### src/rtl/fps_pkg.sv
`timescale 1ns/1ps
package fps_pkg;

  typedef enum logic [3:0] {
    ST_IDLE,
    ST_FETCH,
    ST_SETUP,
    ST_LATCH,
    ST_PULSE,
    ST_VSETUP,
    ST_VWAIT,
    ST_VREAD,
    ST_RDCMD,
    ST_PASS,
    ST_FAIL
  } fps_state_e;

  localparam logic [7:0] CMD_PROG_SETUP  = 8'h40;
  localparam logic [7:0] CMD_PROG_VERIFY = 8'hC0;
  localparam logic [7:0] CMD_READ_ARRAY  = 8'h00;

  // Number of cycles a phase occupies; untimed phases report one.
  function automatic int unsigned phase_len(fps_state_e s, int unsigned strobe,
                                            int unsigned pulse, int unsigned verify);
    case (s)
      ST_SETUP, ST_LATCH, ST_VSETUP, ST_VREAD, ST_RDCMD: phase_len = strobe;
      ST_PULSE:                                         phase_len = pulse;
      ST_VWAIT:                                         phase_len = verify;
      default:                                          phase_len = 1;
    endcase
  endfunction

  function automatic int unsigned max3(int unsigned a, int unsigned b, int unsigned c);
    int unsigned m;
    m = (a > b) ? a : b;
    max3 = (m > c) ? m : c;
  endfunction

  function automatic logic is_write_phase(fps_state_e s);
    return (s == ST_SETUP) || (s == ST_LATCH) || (s == ST_VSETUP) || (s == ST_RDCMD);
  endfunction

  function automatic logic is_hv_phase(fps_state_e s);
    return (s == ST_FETCH) || (s == ST_SETUP) || (s == ST_LATCH) || (s == ST_PULSE) ||
           (s == ST_VSETUP) || (s == ST_VWAIT) || (s == ST_VREAD);
  endfunction

  function automatic logic can_start(fps_state_e s);
    return (s == ST_IDLE) || (s == ST_PASS) || (s == ST_FAIL);
  endfunction

  // Byte placed on the bus in a given phase.
  function automatic logic [7:0] phase_wdata(fps_state_e s, logic [7:0] data);
    case (s)
      ST_SETUP:  phase_wdata = CMD_PROG_SETUP;
      ST_LATCH:  phase_wdata = data;
      ST_VSETUP: phase_wdata = CMD_PROG_VERIFY;
      default:   phase_wdata = CMD_READ_ARRAY;
    endcase
  endfunction

endpackage

### src/rtl/fps_phase_timer.sv
`timescale 1ns/1ps
module fps_phase_timer #(
  parameter int unsigned TW = 4
) (
  input  logic          clk,
  input  logic          rst_n,
  input  logic          load,
  input  logic [TW-1:0] load_val,
  output logic          expired
);

  logic [TW-1:0] cnt_q;

  always_ff @(posedge clk) begin
    if (!rst_n)            cnt_q <= '0;
    else if (load)         cnt_q <= load_val;
    else if (cnt_q != '0)  cnt_q <= cnt_q - 1'b1;
  end

  assign expired = (cnt_q == '0);


  timer_step_chk: assert property (@(posedge clk) disable iff (!rst_n)
    (!load && !expired) |=> (cnt_q == $past(cnt_q) - 1'b1));

endmodule

### src/rtl/fps_retry_counter.sv
`timescale 1ns/1ps
module fps_retry_counter #(
  parameter int unsigned MAX_PULSES = 25,
  parameter int unsigned CW         = $clog2(MAX_PULSES + 1)
) (
  input  logic          clk,
  input  logic          rst_n,
  input  logic          clr,
  input  logic          bump,
  output logic [CW-1:0] cnt,
  output logic          last_try
);

  localparam logic [CW-1:0] LAST = CW'(MAX_PULSES - 1);

  always_ff @(posedge clk) begin
    if (!rst_n)     cnt <= '0;
    else if (clr)   cnt <= '0;
    else if (bump)  cnt <= cnt + 1'b1;
  end

  assign last_try = (cnt == LAST);


  pulse_cap_chk: assert property (@(posedge clk) disable iff (!rst_n)
    cnt <= LAST);


  no_bump_at_cap_chk: assert property (@(posedge clk) disable iff (!rst_n)
    !(bump && last_try));

endmodule

### src/rtl/fps_addr_walker.sv
`timescale 1ns/1ps
module fps_addr_walker #(
  parameter int unsigned AW = 17
) (
  input  logic          clk,
  input  logic          rst_n,
  input  logic          load,
  input  logic [AW-1:0] first,
  input  logic [AW-1:0] last,
  input  logic          step,
  output logic [AW-1:0] cur,
  output logic          at_last
);

  logic [AW-1:0] end_q;

  always_ff @(posedge clk) begin
    if (!rst_n) begin
      cur   <= '0;
      end_q <= '0;
    end else if (load) begin
      cur   <= first;
      end_q <= last;
    end else if (step) begin
      cur   <= cur + 1'b1;
    end
  end

  assign at_last = (cur == end_q);


  addr_step_chk: assert property (@(posedge clk) disable iff (!rst_n)
    (step && !load) |=> (cur == $past(cur) + 1'b1));

endmodule

### src/rtl/fps_bus_map.sv
`timescale 1ns/1ps
module fps_bus_map
  import fps_pkg::*;
#(
  parameter int unsigned AW = 17
) (
  input  fps_state_e    state,
  input  logic [AW-1:0] cur_addr,
  input  logic [7:0]    data,
  output logic [AW-1:0] bus_addr,
  output logic [7:0]    bus_wdata,
  output logic          bus_we,
  output logic          bus_re,
  output logic          in_ready,
  output logic          vpp_en,
  output logic          done,
  output logic          pass,
  output logic          fail
);

  always_comb begin
    bus_addr  = cur_addr;
    bus_wdata = phase_wdata(state, data);
    bus_we    = is_write_phase(state);
    bus_re    = (state == ST_VREAD);
    in_ready  = (state == ST_FETCH);
    vpp_en    = is_hv_phase(state);
    pass      = (state == ST_PASS);
    fail      = (state == ST_FAIL);
    done      = pass || fail;
  end

endmodule

### src/rtl/flash_prog_seq.sv
`timescale 1ns/1ps
module flash_prog_seq
  import fps_pkg::*;
#(
  parameter int unsigned AW         = 17,
  parameter int unsigned STROBE_CYC = 4,
  parameter int unsigned PULSE_CYC  = 2500,
  parameter int unsigned VERIFY_CYC = 1500,
  parameter int unsigned MAX_PULSES = 25
) (
  input  logic          clk,
  input  logic          rst_n,
  input  logic          start,
  input  logic [AW-1:0] first_addr,
  input  logic [AW-1:0] last_addr,
  input  logic          in_valid,
  output logic          in_ready,
  input  logic [7:0]    in_data,
  output logic [AW-1:0] bus_addr,
  output logic [7:0]    bus_wdata,
  output logic          bus_we,
  output logic          bus_re,
  input  logic [7:0]    bus_rdata,
  output logic          vpp_en,
  output logic          done,
  output logic          pass,
  output logic          fail,
  output logic [AW-1:0] fail_addr
);

  localparam int unsigned LONGEST = max3(STROBE_CYC, PULSE_CYC, VERIFY_CYC);
  localparam int unsigned TW      = $clog2(LONGEST + 1);
  localparam int unsigned CW      = $clog2(MAX_PULSES + 1);

  fps_state_e    state_q, state_d;
  logic [7:0]    data_q;
  logic [AW-1:0] fail_addr_q;
  logic [AW-1:0] cur_addr;
  logic          at_last;
  logic [CW-1:0] pulse_cnt;
  logic          last_try;
  logic          phase_expired;
  logic          timer_load;
  logic [TW-1:0] timer_val;

  // Named internal events
  logic start_ok, take_byte, verify_done, verify_match;
  logic byte_ok, byte_retry, byte_fail;

  assign start_ok     = start && can_start(state_q);
  assign take_byte    = (state_q == ST_FETCH) && in_valid;
  assign verify_done  = (state_q == ST_VREAD) && phase_expired;
  assign verify_match = (bus_rdata == data_q);
  assign byte_ok      = verify_done && verify_match;
  assign byte_retry   = verify_done && !verify_match && !last_try;
  assign byte_fail    = verify_done && !verify_match && last_try;

  always_comb begin
    state_d = state_q;
    case (state_q)
      ST_IDLE, ST_PASS, ST_FAIL: if (start_ok)      state_d = ST_FETCH;
      ST_FETCH:                  if (take_byte)     state_d = ST_SETUP;
      ST_SETUP:                  if (phase_expired) state_d = ST_LATCH;
      ST_LATCH:                  if (phase_expired) state_d = ST_PULSE;
      ST_PULSE:                  if (phase_expired) state_d = ST_VSETUP;
      ST_VSETUP:                 if (phase_expired) state_d = ST_VWAIT;
      ST_VWAIT:                  if (phase_expired) state_d = ST_VREAD;
      ST_VREAD: begin
        if (byte_ok)         state_d = at_last ? ST_RDCMD : ST_FETCH;
        else if (byte_retry) state_d = ST_SETUP;
        else if (byte_fail)  state_d = ST_FAIL;
      end
      ST_RDCMD:                  if (phase_expired) state_d = ST_PASS;
      default:                   state_d = ST_IDLE;
    endcase
  end

  assign timer_load = (state_d != state_q);
  assign timer_val  = TW'(phase_len(state_d, STROBE_CYC, PULSE_CYC, VERIFY_CYC) - 1);

  always_ff @(posedge clk) begin
    if (!rst_n) begin
      state_q     <= ST_IDLE;
      data_q      <= '0;
      fail_addr_q <= '0;
    end else begin
      state_q <= state_d;
      if (take_byte) data_q      <= in_data;
      if (byte_fail) fail_addr_q <= cur_addr;
    end
  end

  assign fail_addr = fail_addr_q;

  fps_phase_timer #(.TW(TW)) u_timer (
    .clk      (clk),
    .rst_n    (rst_n),
    .load     (timer_load),
    .load_val (timer_val),
    .expired  (phase_expired)
  );

  fps_retry_counter #(.MAX_PULSES(MAX_PULSES), .CW(CW)) u_retry (
    .clk      (clk),
    .rst_n    (rst_n),
    .clr      (start_ok || byte_ok),
    .bump     (byte_retry),
    .cnt      (pulse_cnt),
    .last_try (last_try)
  );

  fps_addr_walker #(.AW(AW)) u_walk (
    .clk     (clk),
    .rst_n   (rst_n),
    .load    (start_ok),
    .first   (first_addr),
    .last    (last_addr),
    .step    (byte_ok && !at_last),
    .cur     (cur_addr),
    .at_last (at_last)
  );

  fps_bus_map #(.AW(AW)) u_map (
    .state     (state_q),
    .cur_addr  (cur_addr),
    .data      (data_q),
    .bus_addr  (bus_addr),
    .bus_wdata (bus_wdata),
    .bus_we    (bus_we),
    .bus_re    (bus_re),
    .in_ready  (in_ready),
    .vpp_en    (vpp_en),
    .done      (done),
    .pass      (pass),
    .fail      (fail)
  );


  strobe_excl_chk: assert property (@(posedge clk) disable iff (!rst_n)
    !(bus_we && bus_re));


  strobe_addr_hold_chk: assert property (@(posedge clk) disable iff (!rst_n)
    ((bus_we || bus_re) && $past(bus_we || bus_re)) |-> $stable(bus_addr));


  ready_under_hv_chk: assert property (@(posedge clk) disable iff (!rst_n)
    in_ready |-> vpp_en);


  retry_same_addr_chk: assert property (@(posedge clk) disable iff (!rst_n)
    byte_retry |=> (bus_we && (bus_wdata == CMD_PROG_SETUP) && $stable(bus_addr)));


  fail_drops_hv_chk: assert property (@(posedge clk) disable iff (!rst_n)
    fail |-> (!vpp_en && done));


  read_cmd_after_last_chk: assert property (@(posedge clk) disable iff (!rst_n)
    (byte_ok && at_last) |=> (bus_we && (bus_wdata == CMD_READ_ARRAY) && !vpp_en));


  status_hold_chk: assert property (@(posedge clk) disable iff (!rst_n)
    (done && !start) |=> (done && $stable(pass) && $stable(fail)));

endmodule

### config.mk
export PLATFORM = sky130hd
export DESIGN_NAME = flash_prog_seq
export DESIGN_NICKNAME = d
export VERILOG_FILES = /design/src/rtl/fps_pkg.sv /design/src/rtl/fps_phase_timer.sv /design/src/rtl/fps_retry_counter.sv /design/src/rtl/fps_addr_walker.sv /design/src/rtl/fps_bus_map.sv /design/src/rtl/flash_prog_seq.sv
export SDC_FILE = /design/constraint.sdc
export NUM_CORES = 1
export LEC_CHECK = 0
export BUFFER_PORTS_ARGS = -buffer_cell sky130_fd_sc_hd__buf_2
export CAP_MARGIN = 0
export CORE_MARGIN = 4
export CORE_UTILIZATION = 30
export DETAILED_ROUTE_END_ITERATION = 6
export PLACE_DENSITY = 0.49
export SLEW_MARGIN = 20
export SYNTH_ARGS = -nofsm -noshare
export SYNTH_HDL_FRONTEND = slang
export SYNTH_HIERARCHICAL = 1
export SYNTH_SLANG_ARGS = --single-unit
export TNS_END_PERCENT = 30
### constraint.sdc
create_clock -name clk -period 6.37 [get_ports clk]
set_input_delay 0.637 -clock clk [delete_from_list [all_inputs] [get_ports clk]]
set_output_delay 0.637 -clock clk [all_outputs]
set_load 0.05 [all_outputs]
; Word level (Yosys, flattened, before mapping)
; Index checks and enable logic that the tools add are counted.
[word_totals]
regBits = 80
latchBits = 0
mem_bits_rw = 0
romBits = 0
in_bits = 54
out_inout_bits = 49
elab_cells = 84
memories = 0
[classes]
addsub = 4
multipliers = 0
div = 0
order_cmp = 0
eq_ne = 21
n_shift = 0
muxes = 19
n_bitwise = 1
reduce_logical = 32
[ops]
columns = cell, n
row1 = $mux 4, 12
row2 = $pmux 12 s3, 1
row3 = $pmux 4 s9, 1
row4 = $mux 17, 2
row5 = $eq 4x3->1 const B, 8
row6 = $mux 12, 2
row7 = $pmux 8 s3, 1
row8 = $sub 12x1->12 const B, 2
row9 = $add 17x1->17 const B, 1
row10 = $eq 17x17->1, 1
row11 = $eq 4x2->1 const B, 4
row12 = $eq 4x4->1 const B, 4
row13 = $logic_or 1x1->1, 13
row14 = $logic_not 12->1, 1
row15 = $reduce_bool 12->1, 1
row16 = $eq 8x8->1, 1
row17 = $logic_and 1x1->1, 8
row18 = $add 5x1->5 const B, 1
row19 = $eq 5x5->1 const B, 1
row20 = $reduce_or 5->1, 1
row21 = $eq 4x1->1 const B, 1
row22 = $logic_not 4->1, 1
row23 = $ne 4x4->1, 1
row24 = $reduce_bool 2->1, 2
row25 = 4 further kinds, 6

; Depth between registers and ports, before layout
[depth]
depth_word = 13
mapped_depth = 15
depth_no_buf = 13

; Cells and area by module
; Netlist, hierarchy kept.
[by_module_without_submodules]
columns = mod, instances, cells_each, area_each_um2, seq_area_each_um2
row1 = fps_addr_walker, 1, 185, 1709.1, 680.7
row2 = flash_prog_seq, 1, 166, 1556.5, 580.6
row3 = fps_phase_timer, 1, 90, 703.2, 240.2
row4 = fps_bus_map, 1, 50, 316.6, 0.0
row5 = fps_retry_counter, 1, 27, 269.0, 100.1

; Worst setup path before layout
; No wires, ideal clock.
[synth_path]
path_kind = reg-to-reg
startpoint = reg u_timer.cnt_q[0]
endpoint = reg u_walk.cur[14]
setup_ns = 0.133
t_arrival_ns = 3.018
required_ns = 6.237
setup_slack_ns = 3.219
path_stages_with_launch = 15
n_path_buf = 1
period_less_slack_ns = 3.151
path_cell_list = dfxtp_1 > inv_1 > ha_1 > nor3b_1 > nand3_1 > inv_1 > and3_4 > nand2_4 > or4_1 > buf_2 > inv_1 > nand4_2 > nor4_1 > xnor2_1 > a21oi_1
[synth_between]
elab_chain_len = 5
[synth_lines]
columns = element, line_no
row1 = from (decl), fps_phase_timer.sv:12  ; logic [TW-1:0] cnt_q;
row2 = from (signal assigned), fps_phase_timer.sv:16  ; else if (load) cnt_q <= load_val;
row3 = from (signal assigned), fps_phase_timer.sv:17  ; else if (cnt_q != '0) cnt_q <= cnt_q - 1'b1;
row4 = $logic_not 12->1, fps_phase_timer.sv:20  ; assign expired = (cnt_q == '0);
row5 = via phase_expired, flash_prog_seq.sv:42  ; logic phase_expired;
row6 = $logic_and 1x1->1, flash_prog_seq.sv:52  ; assign verify_done = (state_q == ST_VREAD) && phase_expired;
row7 = $logic_and 1x1->1, flash_prog_seq.sv:54  ; assign byte_ok = verify_done && verify_match;
row8 = $logic_and 1x1->1, flash_prog_seq.sv:118  ; .step (byte_ok && !at_last),
row9 = $reduce_bool 2->1 (no source line), --
row10 = to (signal assigned), fps_addr_walker.sv:22  ; cur <= first;
row11 = to (signal assigned), fps_addr_walker.sv:25  ; cur <= cur + 1'b1;
row12 = to (decl), fps_addr_walker.sv:11  ; output logic [AW-1:0] cur,
; The timed path passes the listed nets, and every way through them passes these cells.
; A chain may end at the register's enable or synchronous reset.

; Final worst setup path
[layout_path]
startpoint = reg u_timer.cnt_q[0]
endpoint = reg u_timer.cnt_q[11]
[layout_between]
elab_cells_between_ends = 32
classes_between = add/sub (2) / eq/ne (8) / mux (13) / reduce/logical (9)
[layout_rtl]
columns = element, line_no
row1 = $logic_not 12->1 (*), fps_phase_timer.sv:20
row2 = via phase_expired, flash_prog_seq.sv:42
row3 = $logic_and 1x1->1, flash_prog_seq.sv:52
row4 = $logic_and 1x1->1, "flash_prog_seq.sv:55, flash_prog_seq.sv:56"
row5 = $logic_and 1x1->1, flash_prog_seq.sv:56  ; assign byte_fail = verify_done && !verify_match && last_try;
row6 = $mux 4, flash_prog_seq.sv:71  ; else if (byte_fail) state_d = ST_FAIL;
row7 = $mux 4, flash_prog_seq.sv:70  ; else if (byte_retry) state_d = ST_SETUP;
row8 = $mux 4, flash_prog_seq.sv:69  ; if (byte_ok) state_d = at_last ? ST_RDCMD : ST_FETCH;
row9 = $pmux 4 s9 (*), flash_prog_seq.sv:60  ; case (state_q)
row10 = $ne 4x4->1 (*), flash_prog_seq.sv:78  ; assign timer_load = (state_d != state_q);
row11 = via timer_load, flash_prog_seq.sv:43  ; logic timer_load;
row12 = $mux 12 or $reduce_bool 2->1 (tied branches), --
; The timed path passes the listed nets; every way through them passes the cells marked *. The select of a mux whose other input is x is not followed.

==> summary.md <==
| Metric | Value |
|---|---|
| Result of the run | `finished, final reports clean` |
| Cell variety after synth | `68` |
| Setup Buffers After CTS | `0` |
| Cts bufs inserted | `9` |
| Crit path max fanout | `20` |
| Largest net degree at the start of global routing | `83` |
| Leakage power | `2.327 nW` |
| Clock skew | `7.251 ps` |
| Final Hold Fails | `0` |
| DRT iter0 DRCs | `91` |
| Final Cell Area | `0.005379 sq mm` |
| Total Wirelength | `12050 microns` |
| Ys flop type | `dfxtp_1` |
| Final ANT Viol Nets | `0` |
| Std-Cell Rows | `44` |
| Die Span Y | `131.2 microns` |
| Post-DP Area | `0.005062 sq mm` |
| Grt met2 use | `23.70%` |
| Total grt overflow | `0` |
| Max cap viols | `0` |
| Post-synth EDFFs | `0` |
| TritonRoute pass-1 iters | `4` |
| Met1 usage | `17.31%` |
| CP Data Required Time | `6640 ps` |
| Vias/cell | `4.896` |
| CP startpoint kind | `flop` |
| Slew margin rel. | `40.63%` |
| Final Cycle Share | `60.63%` |
| Wire per inst | `15.46 microns` |
| Worst Tran Pin Value | `889.6 ps` |
| DP Wirelength | `8793 microns` |
| Endpoint class of the critical path | `flop` |
| Post-Syn Instances | `518` |
| Vias in the first global route | `3786` |
| Yosys reg bits | `80` |
| Final period demand of the worst path | `3862 ps` |
| Reg clk slew, reported paths | `70 ps` |
| Initial Util | `30.98%` |
| Die width | `131.2 microns` |
| Global-route usage over all layers | `13.90%` |
| Finish-stage setup viols | `0` |
| F_max | `258.9 MHz` |
| Ys async rst share | `0%` |
| CTS sink cnt | `80` |
| Worst Path Arrival | `4130 ps` |
| Fin worst setup slack | `2508 ps` |
| Core box area | `0.01470 sq mm` |
| Global routing's busiest layer | `met2` |
| Yosys warns | `6` |
| Initial antenna violation count | `0` |
| Path category of the worst min-delay check | `reg2reg` |
| Final net count | `649` |
| Post_cts resized | `0` |
| Register area share after synthesis | `35.16%` |
| IO Pins | `103` |
| Crit Path Category | `reg2reg` |
| Hold_ws | `507.6 ps` |
| Peak supply drop | `0.0001566 V` |
| Vias | `3814` |
| Cts hold-fix bufs | `0` |
| Die ar. | `0.01722 sq mm` |
| Final RePlAce weighted congestion | `0.8390` |
| Remaining DRCs | `0` |
| First-pass GRT wire length | `19690 microns` |
| H-tree Lvls | `3` |
| Fin Setup TNS | `0 ps` |
| # fillers | `1512` |
| Synthesis-to-layout area growth | `18.10%` |
| GR Util met3 | `3.517%` |
| CTS tree | `done` |
| Worst-Skew Late Latency | `340 ps` |
| Longest Clk Path Bufs | `2` |
| Clock tree root buffer cell | `clkbuf_16` |
| # diodes | `0` |
| Pre-CTS WS | `2580 ps` |
| Pwr/cell area | `296.5 mW/mm^2` |
| Synthesized area | `0.004554 sq mm` |
| Count of input and output buffers | `102` |
| Mean Syn Cell Area | `8.792 sq um` |
| Slew Viols, Final | `0` |
| Layout cell share with drive strength beyond 1 | `22.86%` |
| Worst Hold Depth | `2` |
| Reg2Reg Depth | `13` |
| RSZ-0062 raised after global routing | `false` |
==> cell families after synthesis <==
kind of cell	Yosys count	share of synthesized area [%]
xor gates and xnor gates	43	8.269
muxes	47	10.33
buffers and inverters	60	7.005
adders and majority gates	6	1.593
and+or+nand+nor	191	25.41
DFF	80	35.16
AOI/OAI and AO/OA	90	12.14
other	1	0.08234
==> critical path: stages (launching register included) <==
cell and delay, ps:
dfxtp_1 340, inv_1 100, ha_1 180, nor3b_1 350, nand3_1 240, inv_1 270, and3_4 270, nand2_4 60
or4_1 610, a21o_1 220, a221o_1 370, inv_1 420, o21ai_0 180, a31oi_1 180
==> layout by cell type (no fill, tap or decap), types with 3 or more instances in the layout <==
master     synthesis  routed
nor2b_1           47      47
nor2_1            24      24
and2_1            10      10
o211a_1            5       5
o21ai_0           32      32
buf_4             17       3
inv_1             13      13
clkbuf_16          0       9
dfxtp_1           80      80
and4_1             4       4
nand3b_1           5       5
nor4_1            12      12
or4_1              5       5
a21oi_1           27      26
nand3_1           11      11
xnor2_1           25      25
nand4_1           11      11
or3_1              5       5
nand2_1           18      18
conb_1             1       3
a31oi_1            4       4
or2b_1             4       4
buf_2             11     102
xor2_1            18      18
nor3_1            11      11
ha_1               5       5
mux2i_1           47      47
==> power by group <==
group | switching, mW | internal (mW)
combinational | 0.254 | 0.173
clock | 0.230 | 0.312
sequential | 0.0770 | 0.549
==> synth_stat cells (all sizes together) (3+ instances only) <==
master / n / area (sq um)
nor2b: 47 / 294.0
and2: 11 / 70.07
and4: 4 / 35.03
nand3b: 5 / 37.54
o21ai: 33 / 165.2
nand2: 19 / 78.82
dfxtp: 80 / 1602
xnor2: 25 / 219.0
nor2: 24 / 90.09
ha: 5 / 62.56
nand3: 11 / 55.05
or2b: 4 / 30.03
buf: 33 / 216.5
inv: 14 / 52.55
a31oi: 4 / 25.02
nand2b: 3 / 21.27
nand4: 13 / 93.84
nor3: 12 / 65.06
or3b: 3 / 26.28
mux2i: 47 / 470.5
nor4: 12 / 75.07
clkbuf: 13 / 50.04
xor2: 18 / 157.7
or3: 6 / 42.54
a21oi: 27 / 135.1
or4: 6 / 46.30
o211a: 5 / 50.05
==> final timing paths <==
| check | startpoint | endpoint | slack, ps |
|---|---|---|---|
| worst max-delay path | u_timer/cnt_q[0]$_SDFFE_PN0P_ | u_timer/cnt_q[11]$_SDFFE_PN0P_ | 2510 |
| worst min-delay path | u_retry/cnt[4]$_SDFFE_PP0P_ | u_retry/cnt[4]$_SDFFE_PP0P_ | 510 |
| worst max register to register | u_timer/cnt_q[0]$_SDFFE_PN0P_ | u_timer/cnt_q[11]$_SDFFE_PN0P_ | 2510 |
| worst min register to register | u_retry/cnt[4]$_SDFFE_PP0P_ | u_retry/cnt[4]$_SDFFE_PP0P_ | 510 |
==> registers in the layout, indices dropped and copies added (netlist names) <==
name	flops
u_walk/end_q	17
u_retry/cnt	5
u_timer/cnt_q	12
state_q	4
u_walk/cur	17
fail_addr	17
data_q	8
==> layer usage <==
layer  vias up  wire, microns
met4         0            176
met2        66           5883
li1       1957              -
met1      1780           5518
met5         -              0
met3        11            467
==> stage by stage <==
step                instances  utilization [%]  total power, mW
floorplan                 520                -           0.9703
global placement          763            34.44            1.063
detailed placement        763            34.44            1.064
CTS                       779            36.59            1.619
global route              779            36.59            1.690
finish                    779            36.59            1.595
==> layout make-up <==
type	instances	area (sq um)	area share (%)
Tap cell	184	230.2	4.280
Clock inverter	7	91.34	1.698
Inverter	14	52.55	0.9770
Sequential cell	80	1602	29.77
Timing Repair Buffer	105	533.0	9.909
Clock buffer	9	225.2	4.187
Multi-Input combinational cell	380	2645	49.17
(Power assumes the default switching activity.)
